## config.mk

```make
export PLATFORM = sky130hd
export DESIGN_NAME = smute_ramp
export DESIGN_NICKNAME = d
export VERILOG_FILES = /design/src/rtl/smr_pkg.sv /design/src/rtl/smr_gain_ctrl.sv /design/src/rtl/smr_scaler.sv /design/src/rtl/smute_ramp.sv
export SDC_FILE = /design/constraint.sdc
export NUM_CORES = 1
export LEC_CHECK = 0
export BUFFER_PORTS_ARGS = -buffer_cell sky130_fd_sc_hd__buf_2
export CAP_MARGIN = 20
export CORE_ASPECT_RATIO = 2
export CORE_MARGIN = 5
export CORE_UTILIZATION = 60
export CTS_CLUSTER_SIZE = 14
export DETAILED_ROUTE_END_ITERATION = 8
export PLACE_DENSITY = 0.85
export SLEW_MARGIN = 5
export SYNTH_ARGS = -nofsm -noshare
export SYNTH_HDL_FRONTEND = slang
export SYNTH_SLANG_ARGS = --single-unit
```

## constraint.sdc

```tcl
create_clock -name clk -period 11.8 [get_ports clk]
set_clock_uncertainty 0.15 [all_clocks]
set_input_delay 2.36 -clock clk [delete_from_list [all_inputs] [get_ports clk]]
set_output_delay 2.36 -clock clk [all_outputs]
set_load 0.01 [all_outputs]
```

## src/rtl/smr_pkg.sv

```systemverilog
`timescale 1ns/1ps
package smr_pkg;
  localparam int DEF_DATA_W    = 24;
  localparam int DEF_RAMP_LOG2 = 10;

  typedef enum logic [1:0] {
    RAMP_HOLD = 2'd0,
    RAMP_FALL = 2'd1,
    RAMP_RISE = 2'd2
  } ramp_dir_e;
endpackage

```

## src/rtl/smr_gain_ctrl.sv

```systemverilog
`timescale 1ns/1ps
module smr_gain_ctrl
  import smr_pkg::*;
#(
  parameter int RAMP_LOG2 = DEF_RAMP_LOG2,
  localparam int GAIN_W = RAMP_LOG2 + 1
) (
  input  logic              clk,
  input  logic              rst_n,
  input  logic              pwr_en,
  input  logic              mute_req,
  input  logic              frame_stb,
  output logic [GAIN_W-1:0] gain
);
  localparam logic [GAIN_W-1:0] UNITY = {1'b1, {RAMP_LOG2{1'b0}}};

  logic [GAIN_W-1:0] gain_q;
  ramp_dir_e         dir;
  logic              at_zero;
  logic              at_unity;

  assign at_zero  = (gain_q == '0);
  assign at_unity = (gain_q == UNITY);

  always_comb begin
    dir = RAMP_HOLD;
    if (frame_stb) begin
      if (mute_req && !at_zero)        dir = RAMP_FALL;
      else if (!mute_req && !at_unity) dir = RAMP_RISE;
    end
  end

  always_ff @(posedge clk or negedge rst_n) begin
    if (!rst_n) begin
      gain_q <= UNITY;
    end else if (!pwr_en) begin
      gain_q <= UNITY;
    end else begin
      case (dir)
        RAMP_FALL: gain_q <= gain_q - 1'b1;
        RAMP_RISE: gain_q <= gain_q + 1'b1;
        default:   gain_q <= gain_q;
      endcase
    end
  end

  assign gain = gain_q;
endmodule

```

## src/rtl/smr_scaler.sv

```systemverilog
`timescale 1ns/1ps
module smr_scaler
  import smr_pkg::*;
#(
  parameter int DATA_W    = DEF_DATA_W,
  parameter int RAMP_LOG2 = DEF_RAMP_LOG2,
  localparam int GAIN_W = RAMP_LOG2 + 1,
  localparam int PROD_W = DATA_W + GAIN_W + 1
) (
  input  logic [DATA_W-1:0] din,
  input  logic [GAIN_W-1:0] gain,
  output logic [DATA_W-1:0] dout
);
  localparam logic [GAIN_W-1:0] UNITY = {1'b1, {RAMP_LOG2{1'b0}}};

  logic signed [PROD_W-1:0] prod;
  logic                     unused_prod_bits;

  assign prod = $signed(din) * $signed({1'b0, gain});
  assign unused_prod_bits = ^{prod[PROD_W-1:DATA_W+RAMP_LOG2], prod[RAMP_LOG2-1:0]};

  always_comb begin
    if (gain == UNITY) dout = din;
    else               dout = prod[RAMP_LOG2 +: DATA_W];
  end
endmodule

```

## src/rtl/smute_ramp.sv

```systemverilog
`timescale 1ns/1ps
module smute_ramp
  import smr_pkg::*;
#(
  parameter int DATA_W    = DEF_DATA_W,
  parameter int RAMP_LOG2 = DEF_RAMP_LOG2,
  localparam int GAIN_W = RAMP_LOG2 + 1,
  localparam int NCH    = 2
) (
  input  logic              clk,
  input  logic              rst_n,
  input  logic              pwr_en,
  input  logic              mute_req,
  input  logic              frame_stb,
  input  logic [DATA_W-1:0] in_l,
  input  logic [DATA_W-1:0] in_r,
  output logic [DATA_W-1:0] out_l,
  output logic [DATA_W-1:0] out_r
);
  logic [GAIN_W-1:0] gain_cur;
  logic [DATA_W-1:0] ch_in  [NCH];
  logic [DATA_W-1:0] ch_scl [NCH];
  logic [DATA_W-1:0] ch_q   [NCH];

  assign ch_in[0] = in_l;
  assign ch_in[1] = in_r;

  smr_gain_ctrl #(.RAMP_LOG2(RAMP_LOG2)) u_gain (
    .clk       (clk),
    .rst_n     (rst_n),
    .pwr_en    (pwr_en),
    .mute_req  (mute_req),
    .frame_stb (frame_stb),
    .gain      (gain_cur)
  );

  for (genvar c = 0; c < NCH; c++) begin : g_ch
    smr_scaler #(.DATA_W(DATA_W), .RAMP_LOG2(RAMP_LOG2)) u_scl (
      .din  (ch_in[c]),
      .gain (gain_cur),
      .dout (ch_scl[c])
    );

    always_ff @(posedge clk or negedge rst_n) begin
      if (!rst_n)         ch_q[c] <= '0;
      else if (!pwr_en)   ch_q[c] <= '0;
      else if (frame_stb) ch_q[c] <= ch_scl[c];
    end
  end

  assign out_l = pwr_en ? ch_q[0] : '0;
  assign out_r = pwr_en ? ch_q[1] : '0;
endmodule

```

==> impl_metrics.env, run 1 <==
export IMPL_dp_cells=2803
export IMPL_synthCells=2382
export IMPL_die_h_um=270
export IMPL_instances_no_fill=2820
export IMPL_clock_sinks=59
export IMPL_die_w_um=140
export IMPL_synth_seq_cells=59
export IMPL_place_gp_congestion=0.964
export IMPL_relSlewSlack_pct=19.1
export IMPL_io_pins=101
export IMPL_critPathRequiredTime_ps=11840
export IMPL_synthFlopType="dfrtp_1"
export IMPL_cts_max_level=3
export IMPL_dpl_hpwl_mm=42.7
export IMPL_core_area_um2=33600
export IMPL_synthArstFlopShare_pct=100
export IMPL_maxSlewViolCount=0
export IMPL_crit_top_cell="fa_1"
export IMPL_ys_types=58
export IMPL_slowest_delay_ps=580
export IMPL_layout_commonest_cell="inv_1"
export IMPL_layout_common_cells="inv_1, fa_1, nand2_1"
export IMPL_status="completed"
export IMPL_grt_pass1_vias=18654
export IMPL_ctsLongestPathBuffers=2
export IMPL_fin_tns_setup_ps=0
export IMPL_max_cap_violations=0
export IMPL_antenna_found_initial=1
export IMPL_wire_per_inst_um=19.6
export IMPL_grt_pass1_wl_mm=90.8
export IMPL_ant_nets=0
export IMPL_end_kind="flip-flop"
export IMPL_drc=0
export IMPL_grt_max_degree=77
export IMPL_min_period_over_period_pct=68.8
export IMPL_std_cell_rows=95
export IMPL_grt_overflow_total=0
export IMPL_yosysWarnings=0
export IMPL_rsz0062_at_grt="false"
export IMPL_clk_pin_slew_worst_paths_ps=60
export IMPL_path_max_fanout=12
export IMPL_synth_edf_count=0
export IMPL_seq_area_frac_synth_pct=7.26
export IMPL_syn_avg_cell_area_um2=8.55
export IMPL_layout_nets=3027
export IMPL_cts_root_buf="clkbuf_16"
export IMPL_crit_chain="buf_2 -> nand2_1 -> fa_1 -> fa_1 -> inv_1 -> fa_1 -> fa_1 -> inv_1 -> fa_1 -> inv_1 -> ha_1 -> a21oi_1 -> nor2b_1 -> a21oi_1 -> o21ai_0 -> a221o_1 -> a31oi_1 -> o21ai_0 -> a31oi_1 -> xnor2_1 -> o21ai_0"
export IMPL_setup_viol=0
export IMPL_post_cts_setup_buffers=0
export IMPL_routed_wl_mm=55.2
export IMPL_detail_route_iter0_violations=1301
export IMPL_grt_usage_pct=30.0
export IMPL_path_buf_inv=4
export IMPL_drt_vias_per_instance=5.93
export IMPL_critPathKind="input port to flip-flop"
export IMPL_hold_viol_final=0
export IMPL_critPathSlowestCell="fa_1"
export IMPL_insertion_delay_ps=350
export IMPL_syn_nets=3031
export IMPL_route_vias_total=16734
export IMPL_postCtsHoldBufs=0
export IMPL_layout_drive_gt1_share_pct=6.21
export IMPL_fin_crit_ps=8120
export IMPL_critical_path_arrival_ps=8160
export IMPL_tightest_slew_ps=1210
export IMPL_drt_pass1_iter_count=6
export IMPL_die_area_um2=37900
export IMPL_start_util_pct=60.5
export IMPL_cts_made_buffers=9
export IMPL_worst_hold_path_type="flip-flop to flip-flop"
export IMPL_port_buffer_count=100
export IMPL_start_kind="input port"
export IMPL_area_growth_pct=4.89
export IMPL_synth_area_um2=20400
export IMPL_fmax_mhz=123
export IMPL_cts_tree="yes"
export IMPL_cp_top_family="adder cells"
export IMPL_cts_resized=0
[cell families after synthesis]
kind of cell	synth area share, %
simple gates	16.5
fa+ha+maj	53.2
flops	7.26
buf+inv	12.9
xor+xnor	3.14
compound gates	6.79
mux	0.203
[stage by stage]
stage | cell area (um^2) | worst slack (ps) | util [%] | hold slack (ps)
floorplan | 20400 | 3930 | - | 327
global placement | 21000 | 3640 | 62.5 | 350
detailed placement | 21100 | 3400 | 62.6 | 358
CTS | 21400 | 3760 | 63.5 | 372
global route | 21400 | 3470 | 63.5 | 391
finish | 21400 | 3680 | 63.5 | 372
[final timing paths]
check,end,start,slack (ps),depth (start not counted)
min in group asynchronous,ch_q[1]$_DFFE_PN0P_,rst_n,2040,2
max,ch_q[47]$_DFFE_PN0P_,in_l[5],3680,21
max reg2reg,ch_q[47]$_DFFE_PN0P_,u_gain.gain[3]$_DFFE_PN0P_,4670,20
max in group asynchronous,u_gain.gain[0]$_DFFE_PN0P_,rst_n,8790,2
min,ch_q[20]$_DFFE_PN0P_,ch_q[20]$_DFFE_PN0P_,370,2
min reg2reg,ch_q[20]$_DFFE_PN0P_,ch_q[20]$_DFFE_PN0P_,370,2
[sequential cells by signal, summed over array words and instances, names as in the netlist]
signal,cells
u_gain.gain,11
ch_q,48
[Yosys cell counts, types with 4 or more instances]
cell	count	share of area, %
inv_1	565	10
fa_1	449	44
nand2_1	431	7.9
and2_1	205	6.3
ha_1	147	9.0
clkbuf_1	127	2.3
a21oi_1	69	1.7
dfrtp_1	58	7.1
o21ai_0	58	1.4
nor2_1	48	0.89
xnor2_1	37	1.6
xor2_1	36	1.5
a22oi_1	16	0.59
nand3_1	14	0.34
a21o_1	13	0.48
a311oi_1	10	0.43
a31oi_1	9	0.28
o21bai_1	9	0.33
nor2b_1	7	0.22
buf_1	5	0.092
nor3_1	5	0.12
a211oi_1	4	0.15
a21boi_0	4	0.15
o31ai_1	4	0.15
[metal layers]
layer	vias up	part of all wire (%)	track usage (%)	wire length, um
li1	6989	-	-	-
met1	8335	31	32.2	17100
met2	1015	51	52.4	28400
met3	393	8.2	4.51	4540
met4	2	9.3	22.5	5130
met5	-	0.016	0	9
[worst min-delay path, stage by stage, from the launching register on]
cell and delay (ps):
dfrtp_1 340, a22oi_1 70, o21ai_0 70
[final cells by class]
type / count / area, um^2
Multi-Input combinational cell: 1625 / 16300
Fill cell: 2630 / 12300
Inverter: 565 / 2120
Sequential cell: 59 / 1490
Timing Repair Buffer: 118 / 656
Tap cell: 436 / 546
Clock buffer: 14 / 274
Clock inverter: 2 / 10.0
Antenna cell: 1 / 2.50
Power of run 1 is not shown: default switching activity piles up to over one toggle a cycle in this logic, so the estimate is an artifact.
==> run 2, diff against run 1 <==
==> constraint.sdc (replaced) <==
create_clock -name clk -period 7.6 [get_ports clk]
set_clock_uncertainty 0.15 [all_clocks]
set_input_delay 1.52 -clock clk [delete_from_list [all_inputs] [get_ports clk]]
set_output_delay 1.52 -clock clk [all_outputs]
set_load 0.01 [all_outputs]
==> impl_metrics.env, run 2 (synthesis gave the netlist of run 1 again) <==
export IMPL_drc=0
export IMPL_critPathRequiredTime_ps=7630
export IMPL_postCtsHoldBufs=0
export IMPL_path_buf_inv=4
export IMPL_largest_register="ch_q"
export IMPL_grt_max_degree=76
export IMPL_antenna_found_initial=1
export IMPL_std_cell_rows=95
export IMPL_layout_commonest_cell="inv_1"
export IMPL_nFillCells=2650
export IMPL_fmax_mhz=136
export IMPL_die_h_um=270
export IMPL_insertion_delay_ps=350
export IMPL_largest_reg_flops=48
export IMPL_fin_crit_ps=7360
export IMPL_hold_viol_final=0
export IMPL_drt_vias_per_instance=5.84
export IMPL_min_period_over_period_pct=96.8
export IMPL_grt_overflow_total=0
export IMPL_detail_route_iter0_violations=1237
export IMPL_critPathSlowestCell="fa_1"
export IMPL_area_growth_pct=5.34
export IMPL_critPathKind="input port to flip-flop"
export IMPL_crit_top_cell="fa_1"
export IMPL_cp_top_family="adder cells"
export IMPL_io_pins=101
export IMPL_ctsLongestPathBuffers=2
export IMPL_relSlewSlack_pct=23.6
export IMPL_route_vias_total=16538
export IMPL_cts_resized=0
export IMPL_maxSlewViolCount=0
export IMPL_grt_pass1_vias=18898
export IMPL_worst_hold_path_type="flip-flop to flip-flop"
export IMPL_status="completed"
export IMPL_place_gp_congestion=0.943
export IMPL_wire_per_inst_um=19.6
export IMPL_slowest_delay_ps=580
export IMPL_rsz0062_at_grt="false"
export IMPL_antenna_cells=0
export IMPL_clock_sinks=59
export IMPL_grt_pass1_wl_mm=91.4
export IMPL_drt_pass1_iter_count=6
export IMPL_start_kind="input port"
export IMPL_max_cap_violations=0
export IMPL_layout_nets=3038
export IMPL_clk_pin_slew_worst_paths_ps=60
export IMPL_path_max_fanout=12
export IMPL_layout_common_cells="inv_1, fa_1, nand2_1"
export IMPL_cts_tree="yes"
export IMPL_port_buffer_count=100
export IMPL_die_area_um2=37900
export IMPL_post_cts_setup_buffers=0
export IMPL_cts_root_buf="clkbuf_16"
export IMPL_cts_max_level=3
export IMPL_layout_drive_gt1_share_pct=6.73
export IMPL_critical_path_arrival_ps=7390
export IMPL_start_util_pct=60.5
export IMPL_setup_viol=0
export IMPL_dpl_hpwl_mm=43.2
export IMPL_ant_nets=0
export IMPL_end_kind="flip-flop"
export IMPL_crit_chain="buf_2 -> nand2_1 -> fa_1 -> inv_1 -> fa_1 -> fa_1 -> fa_1 -> inv_1 -> fa_1 -> inv_1 -> ha_1 -> a21oi_1 -> o211ai_1 -> a21oi_1 -> o21ai_0 -> a221o_1 -> a31oi_1 -> nor2_1 -> o31ai_1 -> xor2_1 -> o21ai_0"
export IMPL_routed_wl_mm=55.6
export IMPL_die_w_um=140
export IMPL_core_area_um2=33600
export IMPL_fin_tns_setup_ps=0
export IMPL_cts_made_buffers=9
export IMPL_tightest_slew_ps=1150
export IMPL_grt_usage_pct=30.3
## run 2: worst min-delay path: cells and delay by family, from the launching register on
kind | cells | cell delay (ps)
AOI/OAI and AO/OA | 2 | 140
DFF | 1 | 340
## run 2: path summary, 6_finish.rpt
path | startpoint | to | slack (ps) | cells after the start
setup / recovery | in_l[8] | ch_q[45]$_DFFE_PN0P_ | 240 | 21
hold / removal | ch_q[17]$_DFFE_PN0P_ | ch_q[17]$_DFFE_PN0P_ | 370 | 2
min in group asynchronous | rst_n | ch_q[26]$_DFFE_PN0P_ | 1210 | 2
hold reg to reg | ch_q[17]$_DFFE_PN0P_ | ch_q[17]$_DFFE_PN0P_ | 370 | 2
setup reg to reg | u_gain.gain[6]$_DFFE_PN0P_ | ch_q[45]$_DFFE_PN0P_ | 470 | 20
max in group asynchronous | rst_n | u_gain.gain[5]$_DFFE_PN0P_ | 5470 | 2
## run 2: metal layers
layer / vias to the layer above / GRT usage (%) / part of all wire, % / routed length (um)
met5: - / 0 / 0.013 / 7
met4: 2 / 21.8 / 9.3 / 5180
met3: 369 / 5.14 / 8.4 / 4680
met2: 998 / 52.8 / 51 / 28300
met1: 8170 / 32.6 / 31 / 17400
li1: 6999 / - / - / -
## run 2: final cells by class
class | instances | area (um^2) | area share [%]
clock buffer | 9 | 225 | 1.05
clock inverter | 7 | 76.3 | 0.356
inverter | 565 | 2120 | 9.89
multi-input combinational | 1625 | 16300 | 75.8
sequential | 59 | 1490 | 6.93
tap | 436 | 546 | 2.54
timing repair buffer | 129 | 731 | 3.41
## run 2: metrics by stage
stage                     util [%]  cell area (um^2)  hold slack [ps]  std cells  setup WS [ps]
final                         63.7             21400              370       2830            243
after global routing          63.7             21400              388       2830           5.75
after CTS                     63.7             21400              372       2828            413
after detailed placement      62.8             21100              359       2812           69.0
after global placement        62.8             21100              353       2812            218
after floorplan                  -             20400              327       2382            572
Power of run 2 is left out for the same reason.
==> run 3, diff against run 2 <==
--- a/config.mk
+++ b/config.mk
@@ -9,10 +9,10 @@
 export CAP_MARGIN = 20
 export CORE_ASPECT_RATIO = 2
 export CORE_MARGIN = 5
-export CORE_UTILIZATION = 60
+export CORE_UTILIZATION = 40
 export CTS_CLUSTER_SIZE = 14
 export DETAILED_ROUTE_END_ITERATION = 8
-export PLACE_DENSITY = 0.85
+export PLACE_DENSITY = 0.63
 export SLEW_MARGIN = 5
 export SYNTH_ARGS = -nofsm -noshare
 export SYNTH_HDL_FRONTEND = slang
==> impl_metrics.env, run 3 (synthesis gave the netlist of run 1 again) <==
export IMPL_status="completed"
export IMPL_clock_sinks=59
export IMPL_hold_depth=2
export IMPL_dpl_hpwl_mm=45.2
export IMPL_routed_wl_mm=56.4
export IMPL_path_max_fanout=12
export IMPL_start_kind="input port"
export IMPL_ant_nets=0
export IMPL_relSlewSlack_pct=25.4
export IMPL_grt_pass1_vias=18104
export IMPL_end_kind="flip-flop"
export IMPL_detail_route_iter0_violations=834
export IMPL_r2r_start="u_gain.gain[4]$_DFFE_PN0P_"
export IMPL_rr_worst_depth=20
export IMPL_setup_viol=0
export IMPL_critPathSlowestCell="fa_1"
export IMPL_r2r_end="ch_q[41]$_DFFE_PN0P_"
export IMPL_layout_common_cells="inv_1, fa_1, nand2_1"
export IMPL_post_cts_setup_buffers=0
export IMPL_hold_viol_final=0
export IMPL_layout_drive_gt1_share_pct=7.15
export IMPL_fin_tns_setup_ps=0
export IMPL_worst_hold_path_type="flip-flop to flip-flop"
export IMPL_route_vias_total=15941
export IMPL_fin_crit_ps=7180
export IMPL_crit_chain="buf_2 -> nand2_1 -> fa_1 -> fa_1 -> inv_1 -> fa_1 -> fa_1 -> inv_1 -> fa_1 -> inv_1 -> ha_1 -> a21oi_1 -> o211ai_1 -> a21oi_1 -> o21ai_0 -> a221o_1 -> a311o_1 -> a21o_1 -> a21oi_1 -> mux2_2 -> a21oi_1"
export IMPL_port_buffer_count=100
export IMPL_slowest_delay_ps=550
export IMPL_fmax_mhz=139
export IMPL_layout_nets=3051
export IMPL_grt_pass1_wl_mm=93.1
export IMPL_grt_max_degree=77
export IMPL_min_period_over_period_pct=94.4
export IMPL_tightest_slew_ps=1120
export IMPL_drt_pass1_iter_count=6
export IMPL_die_w_um=170
export IMPL_clk_pin_slew_worst_paths_ps=60
export IMPL_die_h_um=329
export IMPL_place_gp_congestion=0.887
export IMPL_grt_overflow_total=0
export IMPL_ctsLongestPathBuffers=2
export IMPL_core_area_um2=50700
export IMPL_crit_top_cell="fa_1"
export IMPL_drt_vias_per_instance=5.20
export IMPL_cts_made_buffers=9
export IMPL_antenna_found_initial=3
export IMPL_rsz0062_at_grt="false"
export IMPL_layout_commonest_cell="inv_1"
export IMPL_min_to="ch_q[22]$_DFFE_PN0P_"
export IMPL_start_util_pct=40.2
export IMPL_insertion_delay_ps=330
export IMPL_cts_max_level=3
export IMPL_die_area_um2=55800
export IMPL_maxSlewViolCount=0
export IMPL_critPathRequiredTime_ps=7710
export IMPL_critical_path_arrival_ps=7280
export IMPL_area_growth_pct=7.52
export IMPL_std_cell_rows=117
export IMPL_io_pins=101
export IMPL_drc=0
export IMPL_grt_usage_pct=21.0
export IMPL_postCtsHoldBufs=0
export IMPL_cts_resized=0
export IMPL_hold_start="ch_q[22]$_DFFE_PN0P_"
export IMPL_largest_reg_flops=48
export IMPL_critPathKind="input port to flip-flop"
export IMPL_wire_per_inst_um=18.4
export IMPL_max_cap_violations=0
export IMPL_cts_tree="yes"
export IMPL_cts_root_buf="clkbuf_16"
export IMPL_reg2reg_slack_ps=660
export IMPL_largest_register="ch_q"
## run 3: worst max-delay path by stage
stage,startpoint,end,slack (ps),cells past startpoint
finish,in_l[14],ch_q[41]$_DFFE_PN0P_,420,21
global route,in_l[13],ch_q[41]$_DFFE_PN0P_,120,21
CTS,in_l[13],ch_q[41]$_DFFE_PN0P_,460,21
floorplan,in_l[9],ch_q[41]$_DFFE_PN0P_,570,21
global placement,in_l[13],ch_q[41]$_DFFE_PN0P_,250,21
detailed placement,in_l[13],ch_q[41]$_DFFE_PN0P_,150,21
## run 3: cell type report
cell class	count	area (um^2)
diodes	2	5.00
clock inverters	7	77.6
clock buffers	9	225
fillers	5103	28800
flip-flops and latches	59	1480
multi-input cells	1625	16300
repair buffers	142	898
inverters	565	2120
well taps	654	818
## run 3: critical path, delay by kind of cell
family	cells	cell delay, ps
buffers and inverters	4	410
adders and majority gates	6	2880
and+or+nand+nor	1	120
AOI/OAI and AO/OA	9	1980
muxes	1	340
## run 3: metrics by stage
step           instance area (um^2)  std cells  hold WS [ps]  utilization [%]  worst slack, ps
3_5_place_dp                  21500       3043           361             42.5              148
4_1_cts                       21800       3059           379             43.1              462
3_3_place_gp                  21500       3043           356             42.5              249
6_report                      21900       3063           372             43.2              425
2_1_floorplan                 20400       2382           327                -              572
5_1_grt                       21900       3061           405             43.2              122
## run 3: metal layers
| layer | global-route usage (%) | vias up | routed length, um |
|---|---|---|---|
| met3 | 2.87 | 152 | 2750 |
| li1 | - | 7024 | - |
| met4 | 8.36 | 2 | 2540 |
| met2 | 38.9 | 510 | 30500 |
| met5 | 0 | - | 7 |
| met1 | 24.2 | 8253 | 20600 |
Power of run 3 is left out for the same reason.
